<file path="src/rtl/tmr_pkg.sv">
package tmr_pkg;
  typedef enum logic [1:0] {
    MODE_13     = 2'b00,
    MODE_16     = 2'b01,
    MODE_RELOAD = 2'b10,
    MODE_SPLIT  = 2'b11
  } tmr_mode_e;

  typedef struct packed {
    logic      gate;
    logic      ext;
    tmr_mode_e mode;
  } tmr_cfg_t;

  localparam int ADDR_MODE = 4;
  localparam int ADDR_CTRL = 5;
endpackage

</file>
<file path="src/rtl/tmr_tick_div.sv">
module tmr_tick_div #(
  parameter int DIV = 12
) (
  input  logic clk_i,
  input  logic rst_ni,
  output logic tick_o
);
  localparam int CW = $clog2(DIV);
  logic [CW-1:0] cnt_q;

  assign tick_o = (cnt_q == CW'(DIV - 1));

  always_ff @(posedge clk_i or negedge rst_ni) begin
    if (!rst_ni)     cnt_q <= '0;
    else if (tick_o) cnt_q <= '0;
    else             cnt_q <= cnt_q + 1'b1;
  end
endmodule

</file>
<file path="src/rtl/tmr_edge_sync.sv">
module tmr_edge_sync #(
  parameter int STAGES = 2
) (
  input  logic clk_i,
  input  logic rst_ni,
  input  logic pin_i,
  output logic fall_o
);
  logic [STAGES:0] sr_q;

  always_ff @(posedge clk_i or negedge rst_ni) begin
    if (!rst_ni) sr_q <= '0;
    else         sr_q <= {sr_q[STAGES-1:0], pin_i};
  end

  // older sample high, synchronized sample low
  assign fall_o = sr_q[STAGES] & ~sr_q[STAGES-1];
endmodule

</file>
<file path="src/rtl/tmr_count_chain.sv">
module tmr_count_chain
  import tmr_pkg::*;
#(
  parameter int W           = 8,
  parameter int LEGACY_BITS = 5
) (
  input  tmr_mode_e      mode_i,
  input  logic           inc_lo_i,
  input  logic           inc_hi_i,
  input  logic [W-1:0]   lo_i,
  input  logic [W-1:0]   hi_i,
  output logic [W-1:0]   lo_o,
  output logic [W-1:0]   hi_o,
  output logic           ovf_lo_o,
  output logic           ovf_hi_o
);
  always_comb begin
    lo_o     = lo_i;
    hi_o     = hi_i;
    ovf_lo_o = 1'b0;
    ovf_hi_o = 1'b0;
    unique case (mode_i)
      MODE_13: if (inc_lo_i) begin
        lo_o[LEGACY_BITS-1:0] = lo_i[LEGACY_BITS-1:0] + 1'b1;
        if (&lo_i[LEGACY_BITS-1:0]) begin
          hi_o     = hi_i + 1'b1;
          ovf_lo_o = &hi_i;
        end
      end
      MODE_16: if (inc_lo_i) begin
        {hi_o, lo_o} = {hi_i, lo_i} + 1'b1;
        ovf_lo_o     = &{hi_i, lo_i};
      end
      MODE_RELOAD: if (inc_lo_i) begin
        if (&lo_i) begin
          lo_o     = hi_i;
          ovf_lo_o = 1'b1;
        end else begin
          lo_o = lo_i + 1'b1;
        end
      end
      MODE_SPLIT: begin
        if (inc_lo_i) begin
          lo_o     = lo_i + 1'b1;
          ovf_lo_o = &lo_i;
        end
        if (inc_hi_i) begin
          hi_o     = hi_i + 1'b1;
          ovf_hi_o = &hi_i;
        end
      end
      default: ;
    endcase
  end
endmodule

</file>
<file path="src/rtl/tmr_dual.sv">
module tmr_dual
  import tmr_pkg::*;
#(
  parameter int W           = 8,
  parameter int AW          = 3,
  parameter int DIV         = 12,
  parameter int SYNC_STAGES = 2,
  parameter int LEGACY_BITS = 5
) (
  input  logic          clk_i,
  input  logic          rst_ni,
  input  logic          wr_en_i,
  input  logic [AW-1:0] addr_i,
  input  logic [W-1:0]  wdata_i,
  output logic [W-1:0]  rdata_o,
  input  logic [1:0]    t_pin_i,
  input  logic [1:0]    gate_pin_i,
  input  logic [1:0]    irq_ack_i,
  output logic [1:0]    irq_o
);
  localparam int NREG   = 6;
  localparam int TR_BIT = W - 4;
  localparam int TF_BIT = W - 3;
  localparam int AUXW   = W - 4;

  logic [1:0][W-1:0] lo_q, hi_q, lo_nxt, hi_nxt;
  logic [W-1:0]      mode_q;
  logic [1:0]        tf_q, tr_q;
  logic [AUXW-1:0]   aux_q;

  logic              tick, split;
  tmr_cfg_t          cfg [2];
  tmr_mode_e         ch_mode [2];
  logic [1:0]        fall, run_en, inc, inc_lo, inc_hi, ovf_lo, ovf_hi, set_flag;
  logic [NREG-1:0]   wsel;

  tmr_tick_div #(.DIV(DIV)) u_div (.clk_i, .rst_ni, .tick_o(tick));

  for (genvar c = 0; c < 2; c++) begin : g_ch
    assign cfg[c] = tmr_cfg_t'(mode_q[4*c +: 4]);

    tmr_edge_sync #(.STAGES(SYNC_STAGES)) u_sync (
      .clk_i, .rst_ni, .pin_i(t_pin_i[c]), .fall_o(fall[c])
    );

    assign run_en[c] = tr_q[c] & (~cfg[c].gate | gate_pin_i[c]);
    assign inc[c]    = run_en[c] & (cfg[c].ext ? fall[c] : tick);

    tmr_count_chain #(.W(W), .LEGACY_BITS(LEGACY_BITS)) u_chain (
      .mode_i   (ch_mode[c]),
      .inc_lo_i (inc_lo[c]),
      .inc_hi_i (inc_hi[c]),
      .lo_i     (lo_q[c]),
      .hi_i     (hi_q[c]),
      .lo_o     (lo_nxt[c]),
      .hi_o     (hi_nxt[c]),
      .ovf_lo_o (ovf_lo[c]),
      .ovf_hi_o (ovf_hi[c])
    );
  end

  assign split = (cfg[0].mode == MODE_SPLIT);

  always_comb begin
    ch_mode[0] = cfg[0].mode;
    inc_lo[0]  = inc[0];
    inc_hi[0]  = tick & tr_q[1];          // split high half: timer tick, run bit 1
    ch_mode[1] = split ? MODE_16 : cfg[1].mode;
    inc_lo[1]  = inc[1] & (split | (cfg[1].mode != MODE_SPLIT));
    inc_hi[1]  = 1'b0;
    set_flag[0] = ovf_lo[0];
    set_flag[1] = split ? ovf_hi[0] : (ovf_lo[1] | ovf_hi[1]);
  end

  always_comb begin
    for (int i = 0; i < NREG; i++) wsel[i] = wr_en_i && (addr_i == AW'(i));
  end

  always_ff @(posedge clk_i or negedge rst_ni) begin
    if (!rst_ni) begin
      lo_q   <= '0;
      hi_q   <= '0;
      mode_q <= '0;
      tf_q   <= '0;
      tr_q   <= '0;
      aux_q  <= '0;
    end else begin
      for (int c = 0; c < 2; c++) begin
        lo_q[c] <= wsel[2*c]   ? wdata_i : lo_nxt[c];
        hi_q[c] <= wsel[2*c+1] ? wdata_i : hi_nxt[c];
        // hardware set beats software write and acknowledge
        tf_q[c] <= set_flag[c] |
                   (wsel[ADDR_CTRL] ? wdata_i[TF_BIT+2*c] : (tf_q[c] & ~irq_ack_i[c]));
        if (wsel[ADDR_CTRL]) tr_q[c] <= wdata_i[TR_BIT+2*c];
      end
      if (wsel[ADDR_MODE]) mode_q <= wdata_i;
      if (wsel[ADDR_CTRL]) aux_q  <= wdata_i[AUXW-1:0];
    end
  end

  always_comb begin
    case (addr_i)
      AW'(0):         rdata_o = lo_q[0];
      AW'(1):         rdata_o = hi_q[0];
      AW'(2):         rdata_o = lo_q[1];
      AW'(3):         rdata_o = hi_q[1];
      AW'(ADDR_MODE): rdata_o = mode_q;
      AW'(ADDR_CTRL): rdata_o = {tf_q[1], tr_q[1], tf_q[0], tr_q[0], aux_q};
      default:        rdata_o = '0;
    endcase
  end

  assign irq_o = tf_q;
endmodule

</file>
<file path="config.mk">
export PLATFORM = sky130hd
export DESIGN_NAME = tmr_dual
export DESIGN_NICKNAME = d
export VERILOG_FILES = /design/src/rtl/tmr_pkg.sv /design/src/rtl/tmr_tick_div.sv /design/src/rtl/tmr_edge_sync.sv /design/src/rtl/tmr_count_chain.sv /design/src/rtl/tmr_dual.sv
export SDC_FILE = /design/constraint.sdc
export NUM_CORES = 1
export LEC_CHECK = 0
export ABC_AREA = 1
export CAP_MARGIN = 20
export CORE_ASPECT_RATIO = 0.5
export CORE_MARGIN = 2
export CORE_UTILIZATION = 55
export DETAILED_ROUTE_END_ITERATION = 16
export DONT_BUFFER_PORTS = 1
export PLACE_DENSITY = 0.74
export SLEW_MARGIN = 20
export SYNTH_ARGS = -nofsm -noshare
export SYNTH_HDL_FRONTEND = slang
export SYNTH_SLANG_ARGS = --single-unit
</file>
<file path="constraint.sdc">
create_clock -name clk_i -period 1.7 [get_ports clk_i]
set_input_delay 0.17 -clock clk_i [delete_from_list [all_inputs] [get_ports clk_i]]
set_output_delay 0.17 -clock clk_i [all_outputs]
set_load 0.1 [all_outputs]
</file>
==> impl_results.html, run 1 <==
<table>
<tr><th>Metric</th><th>Value</th></tr>
<tr><th colspan="2">STA</th></tr>
<tr><td>Final sum of negative setup slack</td><td>-11.6 ps</td></tr>
<tr><td>Worst slew pin tran</td><td>between 400 and 500 ps</td></tr>
<tr><td>Final number of max-transition violations</td><td>0</td></tr>
<tr><td>Worst slew margin relative to its limit</td><td>0.683</td></tr>
<tr><td>Peak Freq</td><td>just under 600 MHz</td></tr>
<tr><td>Final setup violation count</td><td>1</td></tr>
<tr><td>Minimum clock period after layout</td><td>roughly 1700 ps</td></tr>
<tr><td>Final Hold Violating Endpoints</td><td>0</td></tr>
<tr><td>Worst Setup Slack, final</td><td>-11.6 ps</td></tr>
<tr><td>Worst hold-check slack</td><td>2.55 ps</td></tr>
<tr><td>Unrepaired setup endpoints after global routing</td><td>true</td></tr>
<tr><td>Final Skew</td><td>about 3.8 ps</td></tr>
<tr><td>Final worst-path cycle share</td><td>1.01</td></tr>
<tr><th colspan="2">Setup path</th></tr>
<tr><td>Slowest-stage cell, CP</td><td>dfrtp_2</td></tr>
<tr><td>Setup Crit Path Kind</td><td>reg -&gt; out</td></tr>
<tr><td>Kind of capture point of the worst setup path</td><td>primary output</td></tr>
<tr><td>Maximum fanout along the worst path</td><td>6</td></tr>
<tr><td>Slowest Stage Delay on Critical Path</td><td>490 ps</td></tr>
<tr><td>Required time of the worst setup path</td><td>1530 ps</td></tr>
<tr><td>Startpoint type of the worst setup path</td><td>register</td></tr>
<tr><td>CP cell instances</td><td>buf_6, a221oi_2, nand3_1, buf_12</td></tr>
<tr><td>Data arrival time of the critical path</td><td>~1500 ps</td></tr>
<tr><th colspan="2">Routing</th></tr>
<tr><td>Total wire length</td><td>about 15 mm</td></tr>
<tr><td>Number of routed nets with antenna violations</td><td>0</td></tr>
<tr><td>Vias per Instance</td><td>between 5 and 6</td></tr>
<tr><td>Via count</td><td>4,881</td></tr>
<tr><td>WL per Instance</td><td>roughly 17 microns</td></tr>
<tr><td>Iter 0 DRT Violations</td><td>roughly 470</td></tr>
<tr><td>Count of unresolved DRC violations after routing</td><td>0</td></tr>
<tr><td>Count of TritonRoute iterations in the first routing pass</td><td>5</td></tr>
<tr><th colspan="2">Finish</th></tr>
<tr><td>Most common cell after layout, fill and taps aside</td><td>nand2_1</td></tr>
<tr><td>Number of diodes</td><td>0</td></tr>
<tr><td>Area growth from synthesis to layout</td><td>32.3%</td></tr>
<tr><td>Fraction of final layout cells sized beyond drive strength 1</td><td>0.253</td></tr>
<tr><td>Net count reported at finish</td><td>between 700 and 800</td></tr>
<tr><td>Count of placed standard cells in the final layout, fillers left out</td><td>864</td></tr>
<tr><td>Leading cell types in the layout, fill and taps excluded</td><td>nand2_1 (226), inv_1 (72), nand3_1 (69)</td></tr>
<tr><td>Count of fill cells added during filler insertion</td><td>597</td></tr>
<tr><td>Final core utilization</td><td>0.772</td></tr>
<tr><th colspan="2">Place</th></tr>
<tr><td>Worst setup slack before clock tree synthesis</td><td>-83.9 ps</td></tr>
<tr><td>Routability cong.</td><td>0.971</td></tr>
<tr><td>Dpl hpwl</td><td>around 10 mm</td></tr>
<tr><td>Port Buffers</td><td>0</td></tr>
<tr><td>Cell Count Post-Placement</td><td>just over 800</td></tr>
<tr><th colspan="2">Yosys</th></tr>
<tr><td>Complex-gate fraction of the synthesized area</td><td>0.114</td></tr>
<tr><td>Count of different cell masters after synthesis</td><td>33</td></tr>
<tr><td>Syn Std Cell Area</td><td>4390 sq um</td></tr>
<tr><td>Yosys reg bits</td><td>58</td></tr>
<tr><td>Synthesized instance count</td><td>680</td></tr>
<tr><td>Fraction of synthesized area in multiplexers</td><td>0</td></tr>
<tr><td>Dominant combinational cell family by area after synthesis</td><td>simple AND/OR/NAND/NOR gates</td></tr>
<tr><td>Simple-gate portion of the synthesized area</td><td>0.413</td></tr>
<tr><td>Xor and xnor area share after synthesis</td><td>0.0200</td></tr>
<tr><td>Synthesis warning total</td><td>0</td></tr>
<tr><td>Proportion of synthesized chip area in sequential cells</td><td>0.331</td></tr>
<tr><td>Average cell area after synthesis</td><td>roughly 6.4 sq um</td></tr>
<tr><td>Post-synthesis net count</td><td>between 700 and 800</td></tr>
<tr><td>Synthesized-area fraction occupied by adder cells</td><td>0.0314</td></tr>
<tr><th colspan="2">Floorplan</th></tr>
<tr><td>Count of pins on the block boundary</td><td>30</td></tr>
<tr><td>Effective utilization at floorplan</td><td>0.584</td></tr>
<tr><td>Total Die Area</td><td>between 8000 and 9000 sq um</td></tr>
<tr><td>Die extent in y</td><td>~67 microns</td></tr>
<tr><td># rows</td><td>22</td></tr>
<tr><td>Area inside the core boundary</td><td>between 7000 and 8000 sq um</td></tr>
<tr><td>Die width</td><td>roughly 130 microns</td></tr>
<tr><th colspan="2">Global route</th></tr>
<tr><td>Global-route wire length before repair</td><td>approximately 23 mm</td></tr>
<tr><td>Total routing resource utilization after global routing</td><td>0.361</td></tr>
<tr><td>Aggregate global routing overflow</td><td>0</td></tr>
<tr><td>Number of global-route vias before repair</td><td>4,505</td></tr>
<tr><td>Initial antenna violation count</td><td>1</td></tr>
<tr><td>Pin count of the biggest net entering global routing</td><td>59</td></tr>
<tr><th colspan="2">Power</th></tr>
<tr><td>Proportion of power drawn by combinational gates</td><td>0.483</td></tr>
<tr><td>Internal power of the cells</td><td>4.57 mW</td></tr>
<tr><td>PD cells</td><td>between 1000 and 1500 nW/um^2</td></tr>
<tr><td>Share of power burned in the clock network</td><td>0.226</td></tr>
<tr><td>IR Drop Worst-Case VDD</td><td>1.00 mV</td></tr>
<tr><td>Lkg Pwr</td><td>between 2 and 3 nW</td></tr>
<tr><td>Switch share</td><td>0.443</td></tr>
<tr><td>Flop pwr share</td><td>0.291</td></tr>
<tr><td>Switch Pwr</td><td>approximately 3.6 mW</td></tr>
<tr><th colspan="2">Flow run</th></tr>
<tr><td>Count of max-cap constraint violations</td><td>0</td></tr>
<tr><th colspan="2">Clocking</th></tr>
<tr><td>Clk slew on worst S/H paths</td><td>roughly 50 ps</td></tr>
<tr><td>Clock tree from TritonCTS</td><td>done</td></tr>
<tr><td>Bufs on Longest Clock Path</td><td>2</td></tr>
<tr><td>Depth of the CTS H-tree</td><td>3</td></tr>
<tr><td>Clock tree root buffer cell</td><td>clkbuf_16</td></tr>
<tr><td>Clock latency on the worst-skew pair</td><td>approximately 330 ps</td></tr>
<tr><td>TritonCTS buffer count</td><td>9</td></tr>
<tr><td>TritonCTS Sinks</td><td>58</td></tr>
<tr><th colspan="2">Worst hold path</th></tr>
<tr><td>Worst min path class</td><td>in -&gt; reg</td></tr>
<tr><th colspan="2">Status</th></tr>
<tr><td>Run status</td><td>finished with violations</td></tr>
<tr><td>Violated checks</td><td>negative setup slack</td></tr>
</table>
-- path summary, 6_finish.rpt --
kind	startpoint	to	slack, ps	depth (start not counted)
hold / removal	wdata_i[7]	mode_q[7]$_DFFE_PN0P_	3	2
max in group asynchronous	rst_ni	hi_q[2]$_DFFE_PN0P_	1050	2
min in group asynchronous	rst_ni	lo_q[2]$_DFFE_PN0P_	350	2
setup reg to reg	mode_q[1]$_DFFE_PN0P_	lo_q[13]$_DFFE_PN0P_	0	10
setup / recovery	mode_q[1]$_DFFE_PN0P_	rdata_o[1]	-10	4
hold reg to reg	g_ch[0].u_sync.sr_q[0]$_DFF_PN0_	g_ch[0].u_sync.sr_q[1]$_DFF_PN0_	350	0
-- power groups by stage --
stage / Sequential [mW] / Combinational [mW] / Clock, mW
floorplan: 2.24 / 2.22 / 0
global placement: 2.30 / 3.30 / 0
detailed placement: 2.31 / 3.33 / 0
CTS: 2.33 / 3.54 / 1.87
global route: 2.43 / 4.35 / 1.94
finish: 2.39 / 3.96 / 1.86
-- synthesized netlist by cell type, drive strengths merged --
cell    number  area [sq um]
a21oi       18          93.8
a221oi       2          17.5
a22oi        7          52.6
a31oi        2          12.5
buf          9          45.0
clkinv       2          12.5
dfrtp       58          1450
ha          11           138
inv         91           342
nand2      251           977
nand3       78           395
nand3b       1          7.51
nand4       13          81.3
nor2        66           320
nor3         2          10.0
o211ai      12          90.1
o21ai       39           199
o21bai       2          15.0
o22ai        3          18.8
or2          2          12.5
or3          1          6.26
xnor2        1          8.76
xor2         9          78.8
-- metal layers --
| layer | part of all wire | track usage |
|---|---|---|
| met5 | 0.00088 | 0 |
| met4 | 0.023 | 0.110 |
| met3 | 0.11 | 0.119 |
| met2 | 0.43 | 0.539 |
| met1 | 0.44 | 0.499 |
-- logic make-up after synthesis --
kind of cell	count (synthesis)
flip-flops	58
AO/OA/AOI/OAI	85
adder cells (fa/ha/maj)	11
buffers and inverters	102
XOR/XNOR	10
AND/OR/NAND/NOR	414
-- critical path: cells and delay by family (launching register included) --
| kind | cells | cell delay (ps) |
|---|---|---|
| flip-flops | 1 | 490 |
| AO/OA/AOI/OAI | 1 | 220 |
| AND/OR/NAND/NOR | 1 | 150 |
| buffers and inverters | 2 | 350 |
-- per-stage QoR --
| stage | cell area (sq um) | total power, mW |
|---|---|---|
| 6_report | 5800 | 8.21 |
| 5_1_grt | 5800 | 8.72 |
| 2_1_floorplan | 4390 | 4.46 |
| 3_3_place_gp | 4900 | 5.60 |
| 3_5_place_dp | 4900 | 5.65 |
| 4_1_cts | 5460 | 7.74 |
-- layout make-up --
| class | count | area [sq um] | area share |
|---|---|---|---|
| clock buffers | 11 | 253 | 0.0436 |
| repair inverters | 1 | 5.00 | 0.000862 |
| multi-input cells | 521 | 2840 | 0.490 |
| well taps | 108 | 135 | 0.0233 |
| clock inverters | 5 | 52.6 | 0.00906 |
| flip-flops and latches | 58 | 1460 | 0.252 |
| inverters | 93 | 362 | 0.0623 |
| repair buffers | 67 | 691 | 0.119 |
-- timing repair --
item | CTS | global route
gates cloned | 1 | 1
setup buffers | 2 | 11
endpoints found under the setup margin | 33 | 41
hold endpoints to repair | 77 | 0
hold buffers | 12 | 0
resized for setup | 34 | 79
pin swaps | 6 | 20
-- flip-flops by register name, indices dropped and copies added, names as in the netlist --
name / count
aux_q: 4
mode_q: 8
u_div.cnt_q: 4
tr_q: 2
irq_o: 2
hi_q: 16
g_ch.u_sync.sr_q: 6
lo_q: 16
(Power assumes the default switching activity.)
==> run 2: changes to the inputs <==
PLACE_DENSITY = 0.71   (was 0.74)
REMOVE_ABC_BUFFERS = 1   (was unset)
SETUP_SLACK_MARGIN = 0.3   (was unset)
clock period = 1.8 ns   (was 1.7 ns; I/O delays follow)
==> impl_results.html, run 2 (same netlist as run 1, synthesis figures left out) <==
<table>
<tr><th>Metric</th><th>Value</th></tr>
<tr><th colspan="2">Status</th></tr>
<tr><td>Run status</td><td>finished with violations</td></tr>
<tr><td>Violated checks</td><td>negative hold slack</td></tr>
<tr><th colspan="2">Routing</th></tr>
<tr><td>Via count</td><td>5,052 (+3.5%)</td></tr>
<tr><td>Count of TritonRoute iterations in the first routing pass</td><td>5 (unchanged)</td></tr>
<tr><td>Vias per Instance</td><td>5.70 (+0.82%)</td></tr>
<tr><td>Total wire length</td><td>15.6 mm (+5.8%)</td></tr>
<tr><td>Count of unresolved DRC violations after routing</td><td>0 (unchanged)</td></tr>
<tr><td>WL per Instance</td><td>17.6 microns (+3.0%)</td></tr>
<tr><td>Number of routed nets with antenna violations</td><td>0 (unchanged)</td></tr>
<tr><td>Iter 0 DRT Violations</td><td>536 (+15%)</td></tr>
<tr><th colspan="2">Setup path</th></tr>
<tr><td>Kind of capture point of the worst setup path</td><td>register</td></tr>
<tr><td>Required time of the worst setup path</td><td>2020 ps (+490 ps)</td></tr>
<tr><td>Worst R2R Path Depth</td><td>11 (+1)</td></tr>
<tr><td>Slowest-stage cell, CP</td><td>dfrtp_2</td></tr>
<tr><td>FF-to-FF Start</td><td>mode_q[1]$_DFFE_PN0P_</td></tr>
<tr><td>Cell family contributing the most delay on the critical path</td><td>simple AND/OR/NAND/NOR gates</td></tr>
<tr><td>Buffer and inverter count on the worst path</td><td>3 (+1)</td></tr>
<tr><td>Worst-case register-to-register setup slack</td><td>90 ps (+90 ps)</td></tr>
<tr><td>Worst flop-to-flop path endpoint</td><td>hi_q[14]$_DFFE_PN0P_</td></tr>
<tr><td>Slowest Stage Delay on Critical Path</td><td>470 ps (-20 ps)</td></tr>
<tr><td>Maximum fanout along the worst path</td><td>7 (+1)</td></tr>
<tr><td>Setup Crit Path Kind</td><td>reg -&gt; reg</td></tr>
<tr><td>Startpoint type of the worst setup path</td><td>register</td></tr>
<tr><td>Data arrival time of the critical path</td><td>1940 ps (+400 ps)</td></tr>
<tr><td>CP cell instances</td><td>ha_2, inv_1, nand2_2, nand2_4, clkinv_4, nand2_4, nand3_1, nand2_1, inv_1, nand2_1, nand3_1</td></tr>
<tr><th colspan="2">Global route</th></tr>
<tr><td>Aggregate global routing overflow</td><td>0 (unchanged)</td></tr>
<tr><td>Pin count of the biggest net entering global routing</td><td>59 (unchanged)</td></tr>
<tr><td>Initial antenna violation count</td><td>0 (-1)</td></tr>
<tr><td>Number of global-route vias before repair</td><td>4,696 (+4.2%)</td></tr>
<tr><td>Total routing resource utilization after global routing</td><td>0.377 (+0.0167)</td></tr>
<tr><td>Global-route wire length before repair</td><td>24.4 mm (+4.5%)</td></tr>
<tr><th colspan="2">STA</th></tr>
<tr><td>Final number of max-transition violations</td><td>0 (unchanged)</td></tr>
<tr><td>Final sum of negative setup slack</td><td>0 ps (+11.6 ps)</td></tr>
<tr><td>Final Hold Violating Endpoints</td><td>58 (+58)</td></tr>
<tr><td>Unrepaired setup endpoints after global routing</td><td>true</td></tr>
<tr><td>Final Skew</td><td>9.95 ps (+6.12 ps)</td></tr>
<tr><td>Worst Setup Slack, final</td><td>85.1 ps (+96.7 ps)</td></tr>
<tr><td>Final setup violation count</td><td>0 (-1)</td></tr>
<tr><td>Peak Freq</td><td>a little under 600 MHz</td></tr>
<tr><td>Final worst-path cycle share</td><td>0.953</td></tr>
<tr><td>Worst hold-check slack</td><td>-472 ps (-474 ps)</td></tr>
<tr><td>Worst slew pin tran</td><td>530 ps (+55.5 ps)</td></tr>
<tr><td>Minimum clock period after layout</td><td>between 1500 and 2000 ps</td></tr>
<tr><td>Worst slew margin relative to its limit</td><td>0.646 (-0.0375)</td></tr>
<tr><th colspan="2">Floorplan</th></tr>
<tr><td>Effective utilization at floorplan</td><td>0.584 (unchanged)</td></tr>
<tr><td>Area inside the core boundary</td><td>7510 sq um (unchanged)</td></tr>
<tr><td>Die extent in y</td><td>67.1 microns (unchanged)</td></tr>
<tr><td>Count of pins on the block boundary</td><td>30 (unchanged)</td></tr>
<tr><td>Total Die Area</td><td>8750 sq um (unchanged)</td></tr>
<tr><td># rows</td><td>22 (unchanged)</td></tr>
<tr><td>Die width</td><td>130 microns (unchanged)</td></tr>
<tr><th colspan="2">Finish</th></tr>
<tr><td>Net count reported at finish</td><td>805 (+2.9%)</td></tr>
<tr><td>Number of diodes</td><td>0 (unchanged)</td></tr>
<tr><td>Post-route standard cell area excluding fillers</td><td>5990 sq um (+3.2%)</td></tr>
<tr><td>Leading cell types in the layout, fill and taps excluded</td><td>nand2_1 (224), nand3_1 (70), inv_1 (68)</td></tr>
<tr><td>Area growth from synthesis to layout</td><td>36.5%</td></tr>
<tr><td>Fraction of final layout cells sized beyond drive strength 1</td><td>0.303 (+0.0503)</td></tr>
<tr><td>Count of fill cells added during filler insertion</td><td>557 (-6.7%)</td></tr>
<tr><td>Most common cell after layout, fill and taps aside</td><td>nand2_1</td></tr>
<tr><td>Largest registers</td><td>hi_q (16), lo_q (16), mode_q (8)</td></tr>
<tr><td>Final core utilization</td><td>0.797 (+0.0245)</td></tr>
<tr><th colspan="2">Clocking</th></tr>
<tr><td>Clock tree from TritonCTS</td><td>done</td></tr>
<tr><td>Clk slew on worst S/H paths</td><td>60 ps (about the same)</td></tr>
<tr><td>Clock tree root buffer cell</td><td>clkbuf_16</td></tr>
<tr><td>Hold-fix buffer count after cts</td><td>11 (-1)</td></tr>
<tr><td>TritonCTS buffer count</td><td>9 (unchanged)</td></tr>
<tr><td>Clock latency on the worst-skew pair</td><td>340 ps (about the same)</td></tr>
<tr><td>TritonCTS Sinks</td><td>58 (unchanged)</td></tr>
<tr><td>Depth of the CTS H-tree</td><td>3 (unchanged)</td></tr>
<tr><td>Bufs on Longest Clock Path</td><td>2 (unchanged)</td></tr>
<tr><th colspan="2">Place</th></tr>
<tr><td>Cell area after placement</td><td>4820 sq um (-1.6%)</td></tr>
<tr><td>Routability cong.</td><td>0.961 (-1.0%)</td></tr>
<tr><td>Dpl hpwl</td><td>10.2 mm (-2.7%)</td></tr>
<tr><td>Worst setup slack before clock tree synthesis</td><td>-99.9 ps (-16.0 ps)</td></tr>
<tr><td>Port Buffers</td><td>0 (unchanged)</td></tr>
<tr><th colspan="2">Flow run</th></tr>
<tr><td>Count of max-cap constraint violations</td><td>0 (unchanged)</td></tr>
<tr><th colspan="2">Power</th></tr>
<tr><td>PD cells</td><td>1340 nW/um^2 (-5.2%)</td></tr>
<tr><td>IR Drop Worst-Case VDD</td><td>0.825 mV (-18%)</td></tr>
<tr><td>Lkg Pwr</td><td>2.92 nW (+4.1%)</td></tr>
<tr><th colspan="2">Worst hold path</th></tr>
<tr><td>Worst min path class</td><td>in -&gt; async</td></tr>
</table>
[run 2: changes by cell type in the layout (fill, tap and decap cells not counted), sizes merged]
cell and delta:
clkinv -1, bufinv -1, clkinvlp -1, clkbuf +3
buf +23
[run 2: worst reg2reg max path: stages, from the launching register on]
cell	delay (ps)
dfrtp_2	470
ha_2	240
inv_1	100
nand2_2	100
nand2_4	120
clkinv_4	110
nand2_4	120
nand3_1	70
nand2_1	80
inv_1	40
nand2_1	60
nand3_1	70
[run 2: report_power, final]
| group | switching (mW) | leakage, nW | internal [mW] |
|---|---|---|---|
| logic | 2.52 | 2.07 | 1.71 |
| registers | 0.423 | 0.710 | 1.71 |
| clock network | 0.627 | 0.143 | 1.04 |
[run 2: layer usage]
metal / GRT usage / up-vias / wire [microns]
met5: 0 / - / 0
met4: 0.151 / 0 / 502
met3: 0.0943 / 50 / 1730
met2: 0.583 / 303 / 6740
met1: 0.514 / 2320 / 6650
li1: - / 2379 / -
[run 2: what timing repair did]
action	CTS	global route
pin swaps	23	14
endpoints found under the setup margin	42	42
endpoints found under the hold margin	75	58
gates resized for setup	97	53
buffers inserted	34	12
cloned	2	0
[run 2: stage by stage]
step | instances | power (mW)
floorplan | 671 | 4.19
global placement | 812 | 5.24
detailed placement | 812 | 5.28
CTS | 875 | 7.69
global route | 887 | 8.46
finish | 887 | 8.03
[run 2: worst max path at each step]
stage | startpoint | to | slack, ps | cells past startpoint
5_1_grt | mode_q[0]$_DFFE_PN0P_ | hi_q[12]$_DFFE_PN0P_ | -0.6 | 11
4_1_cts | mode_q[0]$_DFFE_PN0P_ | lo_q[13]$_DFFE_PN0P_ | 150 | 11
6_report | mode_q[1]$_DFFE_PN0P_ | hi_q[14]$_DFFE_PN0P_ | 90 | 11
2_1_floorplan | irq_o[0]$_DFF_PN0_ | rdata_o[5] | -420 | 4
3_3_place_gp | mode_q[1]$_DFFE_PN0P_ | lo_q[12]$_DFFE_PN0P_ | -90 | 8
3_5_place_dp | mode_q[1]$_DFFE_PN0P_ | lo_q[12]$_DFFE_PN0P_ | -100 | 8
[run 2: area by class of cell]
class,count,area [sq um],area share
Multi-Input combinational cell,521,2890,0.483
Tap cell,108,135,0.0226
Inverter,93,364,0.0608
Clock buffer,14,274,0.0458
Timing Repair Buffer,90,838,0.140
Sequential cell,58,1470,0.246
Clock inverter,2,10.0,0.00167
Timing Repair inverter,1,5.00,0.000836
